File: config.mk
export PLATFORM = sky130hd
export DESIGN_NAME = hall_fault_monitor
export DESIGN_NICKNAME = d
export VERILOG_FILES = /design/src/rtl/hall_mon_pkg.sv /design/src/rtl/hall_sync.sv /design/src/rtl/hall_edge_pulse.sv /design/src/rtl/hall_sticky_flag.sv /design/src/rtl/hall_fault_monitor.sv
export SDC_FILE = /design/constraint.sdc
export NUM_CORES = 1
export LEC_CHECK = 0
export BUFFER_PORTS_ARGS = -buffer_cell sky130_fd_sc_hd__clkbuf_2
export CAP_MARGIN = 0
export CORE_AREA = 2 2 56 58
export CTS_CLUSTER_DIAMETER = 120
export DETAILED_ROUTE_END_ITERATION = 10
export DIE_AREA = 0 0 58 60
export HOLD_SLACK_MARGIN = 0.12
export MAX_ROUTING_LAYER = met4
export PLACE_DENSITY = 0.54
export SKIP_LAST_GASP = 1
export SLEW_MARGIN = 20
export SYNTH_ARGS = -nofsm -noshare
export SYNTH_HDL_FRONTEND = slang
export SYNTH_SLANG_ARGS = --single-unit
File: constraint.sdc
create_clock -name clk -period 1.22 [get_ports clk]
set_input_delay 0.244 -clock clk [delete_from_list [all_inputs] [get_ports clk]]
set_output_delay 0.244 -clock clk [all_outputs]
set_load 0.005 [all_outputs]
File: src/rtl/hall_mon_pkg.sv
package hall_mon_pkg;

    localparam int unsigned HALL_LINES = 3;

    typedef enum logic {
        WU_FILL,
        WU_RUN
    } warm_state_e;

    typedef enum logic {
        PL_IDLE,
        PL_HOLD
    } pulse_state_e;

    typedef enum logic {
        FL_CLEAR,
        FL_SET
    } flag_state_e;

endpackage

File: src/rtl/hall_sync.sv
module hall_sync #(
    parameter int unsigned WIDTH  = 3,
    parameter int unsigned STAGES = 2
) (
    input  logic             clk,
    input  logic             rst_n,
    input  logic [WIDTH-1:0] din,
    output logic [WIDTH-1:0] dout
);

    logic [STAGES-1:0][WIDTH-1:0] stage_q;

    always_ff @(posedge clk or negedge rst_n) begin
        if (!rst_n) begin
            stage_q <= '0;
        end else begin
            stage_q[0] <= din;
            for (int s = 1; s < STAGES; s++) begin
                stage_q[s] <= stage_q[s-1];
            end
        end
    end

    assign dout = stage_q[STAGES-1];

endmodule

File: src/rtl/hall_edge_pulse.sv
module hall_edge_pulse
    import hall_mon_pkg::*;
#(
    parameter int unsigned PULSE_LEN = 4
) (
    input  logic clk,
    input  logic rst_n,
    input  logic edge_i,
    output logic active_o
);

    localparam int unsigned CNT_W = (PULSE_LEN > 2) ? $clog2(PULSE_LEN) : 1;
    localparam logic [CNT_W-1:0] CNT_LAST = CNT_W'(PULSE_LEN - 1);

    pulse_state_e     state_q, state_d;
    logic [CNT_W-1:0] cnt_q, cnt_d;

    // state register
    always_ff @(posedge clk or negedge rst_n) begin
        if (!rst_n) begin
            state_q <= PL_IDLE;
            cnt_q   <= '0;
        end else begin
            state_q <= state_d;
            cnt_q   <= cnt_d;
        end
    end

    // transitions
    always_comb begin
        state_d = state_q;
        cnt_d   = cnt_q;
        unique case (state_q)
            PL_IDLE: begin
                if (edge_i) begin
                    state_d = PL_HOLD;
                    cnt_d   = '0;
                end
            end
            PL_HOLD: begin
                if (edge_i) begin
                    cnt_d = '0;
                end else if (cnt_q == CNT_LAST) begin
                    state_d = PL_IDLE;
                    cnt_d   = '0;
                end else begin
                    cnt_d = cnt_q + 1'b1;
                end
            end
            default: begin
                state_d = PL_IDLE;
                cnt_d   = '0;
            end
        endcase
    end

    // outputs
    always_comb begin
        active_o = (state_q == PL_HOLD);
    end

endmodule

File: src/rtl/hall_sticky_flag.sv
module hall_sticky_flag
    import hall_mon_pkg::*;
(
    input  logic clk,
    input  logic rst_n,
    input  logic set_i,
    input  logic clr_i,
    output logic flag_o
);

    flag_state_e state_q, state_d;

    always_ff @(posedge clk or negedge rst_n) begin
        if (!rst_n) begin
            state_q <= FL_CLEAR;
        end else begin
            state_q <= state_d;
        end
    end

    always_comb begin
        state_d = state_q;
        unique case (state_q)
            FL_CLEAR: if (set_i) state_d = FL_SET;
            FL_SET:   if (clr_i && !set_i) state_d = FL_CLEAR;
            default:  state_d = FL_CLEAR;
        endcase
    end

    always_comb begin
        flag_o = (state_q == FL_SET);
    end

endmodule

File: src/rtl/hall_fault_monitor.sv
module hall_fault_monitor
    import hall_mon_pkg::*;
#(
    parameter int unsigned PULSE_LEN   = 4,
    parameter int unsigned SYNC_STAGES = 2
) (
    input  logic       clk,
    input  logic       rst_n,
    input  logic [2:0] hall_i,
    input  logic       clr_err_i,
    output logic       pat_err_o,
    output logic       seq_err_o,
    output logic       ccs_o
);

    localparam int unsigned N      = HALL_LINES;
    localparam int unsigned WARM_W = $clog2(SYNC_STAGES + 1) + 1;
    localparam logic [WARM_W-1:0] WARM_LAST = WARM_W'(SYNC_STAGES);

    logic [N-1:0]      sync_w;
    logic [N-1:0]      prev_q;
    logic [N-1:0]      edge_vec;
    logic [N-1:0]      pulse_act;
    logic              pat_hit;
    logic              pair_overlap;
    logic              ccs_q;
    logic              run;

    warm_state_e       warm_q, warm_d;
    logic [WARM_W-1:0] warm_cnt_q, warm_cnt_d;

    hall_sync #(
        .WIDTH  (N),
        .STAGES (SYNC_STAGES)
    ) u_sync (
        .clk   (clk),
        .rst_n (rst_n),
        .din   (hall_i),
        .dout  (sync_w)
    );

    // warm-up state register
    always_ff @(posedge clk or negedge rst_n) begin
        if (!rst_n) begin
            warm_q     <= WU_FILL;
            warm_cnt_q <= '0;
        end else begin
            warm_q     <= warm_d;
            warm_cnt_q <= warm_cnt_d;
        end
    end

    always_comb begin
        warm_d     = warm_q;
        warm_cnt_d = warm_cnt_q;
        unique case (warm_q)
            WU_FILL: begin
                if (warm_cnt_q == WARM_LAST) begin
                    warm_d = WU_RUN;
                end else begin
                    warm_cnt_d = warm_cnt_q + 1'b1;
                end
            end
            WU_RUN:  warm_d = WU_RUN;
            default: warm_d = WU_FILL;
        endcase
    end

    always_comb begin
        run = (warm_q == WU_RUN);
    end

    // previous synchronised levels and cycle-count output
    always_ff @(posedge clk or negedge rst_n) begin
        if (!rst_n) begin
            prev_q <= '0;
            ccs_q  <= 1'b0;
        end else begin
            prev_q <= sync_w;
            ccs_q  <= ccs_q ^ (|edge_vec);
        end
    end

    assign edge_vec = run ? (sync_w ^ prev_q) : '0;
    assign pat_hit  = run && ((&sync_w) || !(|sync_w));

    for (genvar g = 0; g < N; g++) begin : g_line
        hall_edge_pulse #(
            .PULSE_LEN (PULSE_LEN)
        ) u_pulse (
            .clk      (clk),
            .rst_n    (rst_n),
            .edge_i   (edge_vec[g]),
            .active_o (pulse_act[g])
        );
    end

    always_comb begin
        pair_overlap = 1'b0;
        for (int a = 0; a < N; a++) begin
            for (int b = a + 1; b < N; b++) begin
                pair_overlap = pair_overlap | (pulse_act[a] & pulse_act[b]);
            end
        end
    end

    hall_sticky_flag u_pat_flag (
        .clk    (clk),
        .rst_n  (rst_n),
        .set_i  (pat_hit),
        .clr_i  (clr_err_i),
        .flag_o (pat_err_o)
    );

    hall_sticky_flag u_seq_flag (
        .clk    (clk),
        .rst_n  (rst_n),
        .set_i  (pair_overlap),
        .clr_i  (clr_err_i),
        .flag_o (seq_err_o)
    );

    assign ccs_o = ccs_q;

endmodule

==> metrics.md <==
| Metric | Value |
|---|---|
| Status | `finished clean` |
| Post-Synth Simple-Gate Area | `5.62%` |
| Commonest cells post-synth | `dfrtp_1 (25), a21oi_1 (9), inv_1 (8)` |
| Clock-pin slew on the worst setup and hold paths | `140 ps` |
| Clk sinks | `25` |
| Largest net degree at the start of global routing | `26` |
| Final period util | `96.2%` |
| Worst EP arrival | `1430 ps` |
| Wire per inst | `11.3 µm` |
| Slowest stage cell on the critical path | `dfrtp_1` |
| Main synth FF type | `dfrtp_1` |
| Final WL | `1.47 mm` |
| Crit path max-delay family | `flip-flops` |
| Clock skew | `2.35 ps` |
| Setup WS post-layout | `46.1 ps` |
| Power per cell area | `1560 nW/µm²` |
| Setup violators final | `0` |
| Most frequent cell after synthesis | `dfrtp_1` |
| Starting DRT DRC Count | `11` |
| Total CTS buffers | `3` |
| Nets | `109` |
| Relative slew slack | `76.3%` |
| DRT antenna net count | `0` |
| Die area | `3480 µm²` |
| Static Leak | `0.000569 µW` |
| Required time worst endpoint | `1480 ps` |
| Die height | `60 µm` |
| Post-synth top area cell | `dfrtp_1` |
| Post-synth top area share | `63.9%` |
| Max VDD drop | `0.00108 V` |
| Clk Latency, worst-skew pair | `310 ps` |
| Clk pwr share | `19.6%` |
| Worst Tran Pin Value | `355 ps` |
| Global-route wire length before repair | `2.56 mm` |
| Final core utilization | `41.3%` |
| Port Buffers | `8` |
| Post-synthesis mux area share | `6.39%` |
| Total GRT Usage | `10.1%` |
| Clk buf depth | `2` |
| Worst-path cell chain | `ha_1 > nand2b_4 > mux2_2 > a21oi_2` |
| Startpoint Class | `flip-flop` |
| #FFs+latches synth | `25` |
| Synth top area cells | `dfrtp_1 (64%), ha_1 (6.4%), a21oi_1 (4.6%)` |
| ANT cells | `0` |
| Fin. Hold Viols | `0` |
| Setup slack at placement | `13.2 ps` |
| Max-slew violation count | `0` |
| Syn-to-layout area delta | `22.5%` |
| Synth Area in XOR/XNOR | `5.36%` |
| Total number of vias | `569` |
| Sw Pwr | `534 µW` |
| CORE AREA | `2900 µm²` |
| Post-synth EDFFs | `0` |
| Combinational power share | `22.7%` |
| Synth Warn # | `0` |
| Grt ovf | `0` |
| Root Buffer | `clkbuf_4` |
| Number of global-route vias before repair | `589` |
| Synth Instances | `77` |
| Synthesized Nets | `88` |
| Sw frac | `28.5%` |
| Drt via density | `4.38` |
| GP Congestion | `0.664` |
| Post-Syn Area | `980 µm²` |
| FMAX | `0.852 GHz` |
| Register area share after synthesis | `63.9%` |
| Post-synthesis compound-gate area fraction | `8.81%` |
| Worst setup EP type | `flip-flop` |
| Initial antenna violation count | `0` |
| Row cnt | `20` |
| Share of cells above drive strength 1 | `28.9%` |
| Pint | `1340 µW` |
| Mean Syn Cell Area | `12.7 µm²` |
| Placed wire-length estimate | `997 µm` |
| Final critical-path required period | `1170 ps` |
| RSZ-0062 raised after global routing | `yes` |
| Number of distinct library cells after synthesis | `19` |
| WS Path Type | `flip-flop to flip-flop` |
| Top Ports | `9` |
| Initial DRT Pass Iterations | `3` |
| Largest family of logic cells by synthesized area | `compound AO/OA/AOI/OAI gates` |
| HP Class | `flip-flop to flip-flop` |
| Crit Path Max Fanout | `2` |
| Max Cap Viol | `0` |
| WP buf/inv | `0` |
| Initial Utilization | `33.8%` |
| Die W | `58 µm` |
| H-tree lvl count | `1` |
| Largest stage delay, worst path | `420 ps` |
| CTS tree | `built` |
| Post-Synth Adder-Cell Area | `6.39%` |
| Drt drc | `0` |
| FFs w/ async S/R, synth | `100%` |
| Share of power burned in registers | `57.7%` |
-- final timing paths --
check                                                       start                                     end  slack (ps)  depth (start not counted)
max                        g_line[0].u_pulse.cnt_q[0]$_DFFE_PN0P_  g_line[0].u_pulse.cnt_q[0]$_DFFE_PN0P_          50                          4
min                                   u_sync.stage_q[2]$_DFF_PN0_                u_sync.dout[2]$_DFF_PN0_         360                          0
max reg2reg                g_line[0].u_pulse.cnt_q[0]$_DFFE_PN0P_  g_line[0].u_pulse.cnt_q[0]$_DFFE_PN0P_          50                          4
min reg2reg                           u_sync.stage_q[2]$_DFF_PN0_                u_sync.dout[2]$_DFF_PN0_         360                          0
max in group asynchronous                                   rst_n                u_sync.dout[0]$_DFF_PN0_         540                          3
min in group asynchronous                                   rst_n    g_line[0].u_pulse.active_o$_DFF_PN0_         430                          3
-- power by group through the flow --
stage | combinational, µW | clock (µW) | sequential (µW)
5_1_grt | 487 | 418 | 1100
3_3_place_gp | 356 | 0 | 1080
4_1_cts | 387 | 382 | 1080
3_5_place_dp | 373 | 0 | 1100
6_report | 426 | 368 | 1080
2_1_floorplan | 276 | 0 | 1070
-- flip-flops by register name (all words and copies together), names as in the netlist --
name                     flops
g_line.u_pulse.cnt_q         6
warm_cnt_q                   3
u_sync.stage_q               3
ccs_o                        1
prev_q                       3
u_seq_flag.flag_o            1
run                          1
g_line.u_pulse.active_o      3
u_pat_flag.flag_o            1
u_sync.dout                  3
-- cell type report --
class | count | area, µm²
Clock buffer | 3 | 22.5
Clock inverter | 1 | 5.00
Fill cell | 273 | 1700
Inverter | 8 | 30.0
Multi-Input combinational cell | 43 | 353
Sequential cell | 25 | 628
Tap cell | 33 | 41.3
Timing Repair Buffer | 17 | 120
-- per-layer routing --
metal | vias up | global-route usage [%] | wire length (µm)
met2 | 12 | 16.4 | 684
li1 | 295 | - | -
met5 | - | - | 0
met1 | 260 | 12.0 | 710
met4 | 0 | 0.997 | 6
met3 | 2 | 4.55 | 70
-- cell usage in the layout, fill, tap and decap left out --
| cell | n |
|---|---|
| a211oi_1 | 1 |
| a21oi_1 | 6 |
| a21oi_2 | 3 |
| and3_2 | 1 |
| buf_4 | 4 |
| clkbuf_2 | 8 |
| clkbuf_4 | 3 |
| clkinv_2 | 1 |
| dfrtp_1 | 23 |
| dfrtp_2 | 2 |
| dlygate4sd3_1 | 5 |
| ha_1 | 5 |
| inv_1 | 8 |
| mux2_2 | 2 |
| mux2i_1 | 4 |
| nand2_1 | 5 |
| nand2b_1 | 1 |
| nand2b_4 | 1 |
| nor2_1 | 1 |
| nor3_1 | 1 |
| nor3b_1 | 1 |
| o21ai_0 | 3 |
| o22ai_1 | 1 |
| o31ai_2 | 1 |
| xnor2_1 | 3 |
| xor2_1 | 1 |
| xor2_2 | 2 |
-- timing repair --
item | in CTS | in global routing
endpoints found under the setup margin | 1 | 5
setup buffers | 0 | 2
endpoints found under the hold margin | 30 | 0
pin swaps | 0 | 2
hold buffers | 5 | 0
gates resized for setup | 1 | 7
-- metrics by stage --
step | hold slack (ps) | total power (µW) | cell area [µm²] | std cells | TNS [ps]
floorplan | -51.6 | 1350 | 980 | 77 | 0
global placement | 247 | 1440 | 1070 | 119 | 0
detailed placement | 247 | 1470 | 1070 | 119 | 0
CTS | 367 | 1850 | 1150 | 128 | 0
global route | 383 | 2000 | 1200 | 130 | -59.4
finish | 364 | 1880 | 1200 | 130 | 0
-- cell families after synthesis --
logic type      count (synthesis)
flops                          25
xor+xnor                        6
fa+ha+maj                       5
simple gates                   11
buf+inv                         9
compound gates                 15
mux                             6
(Power assumes the default switching activity.)
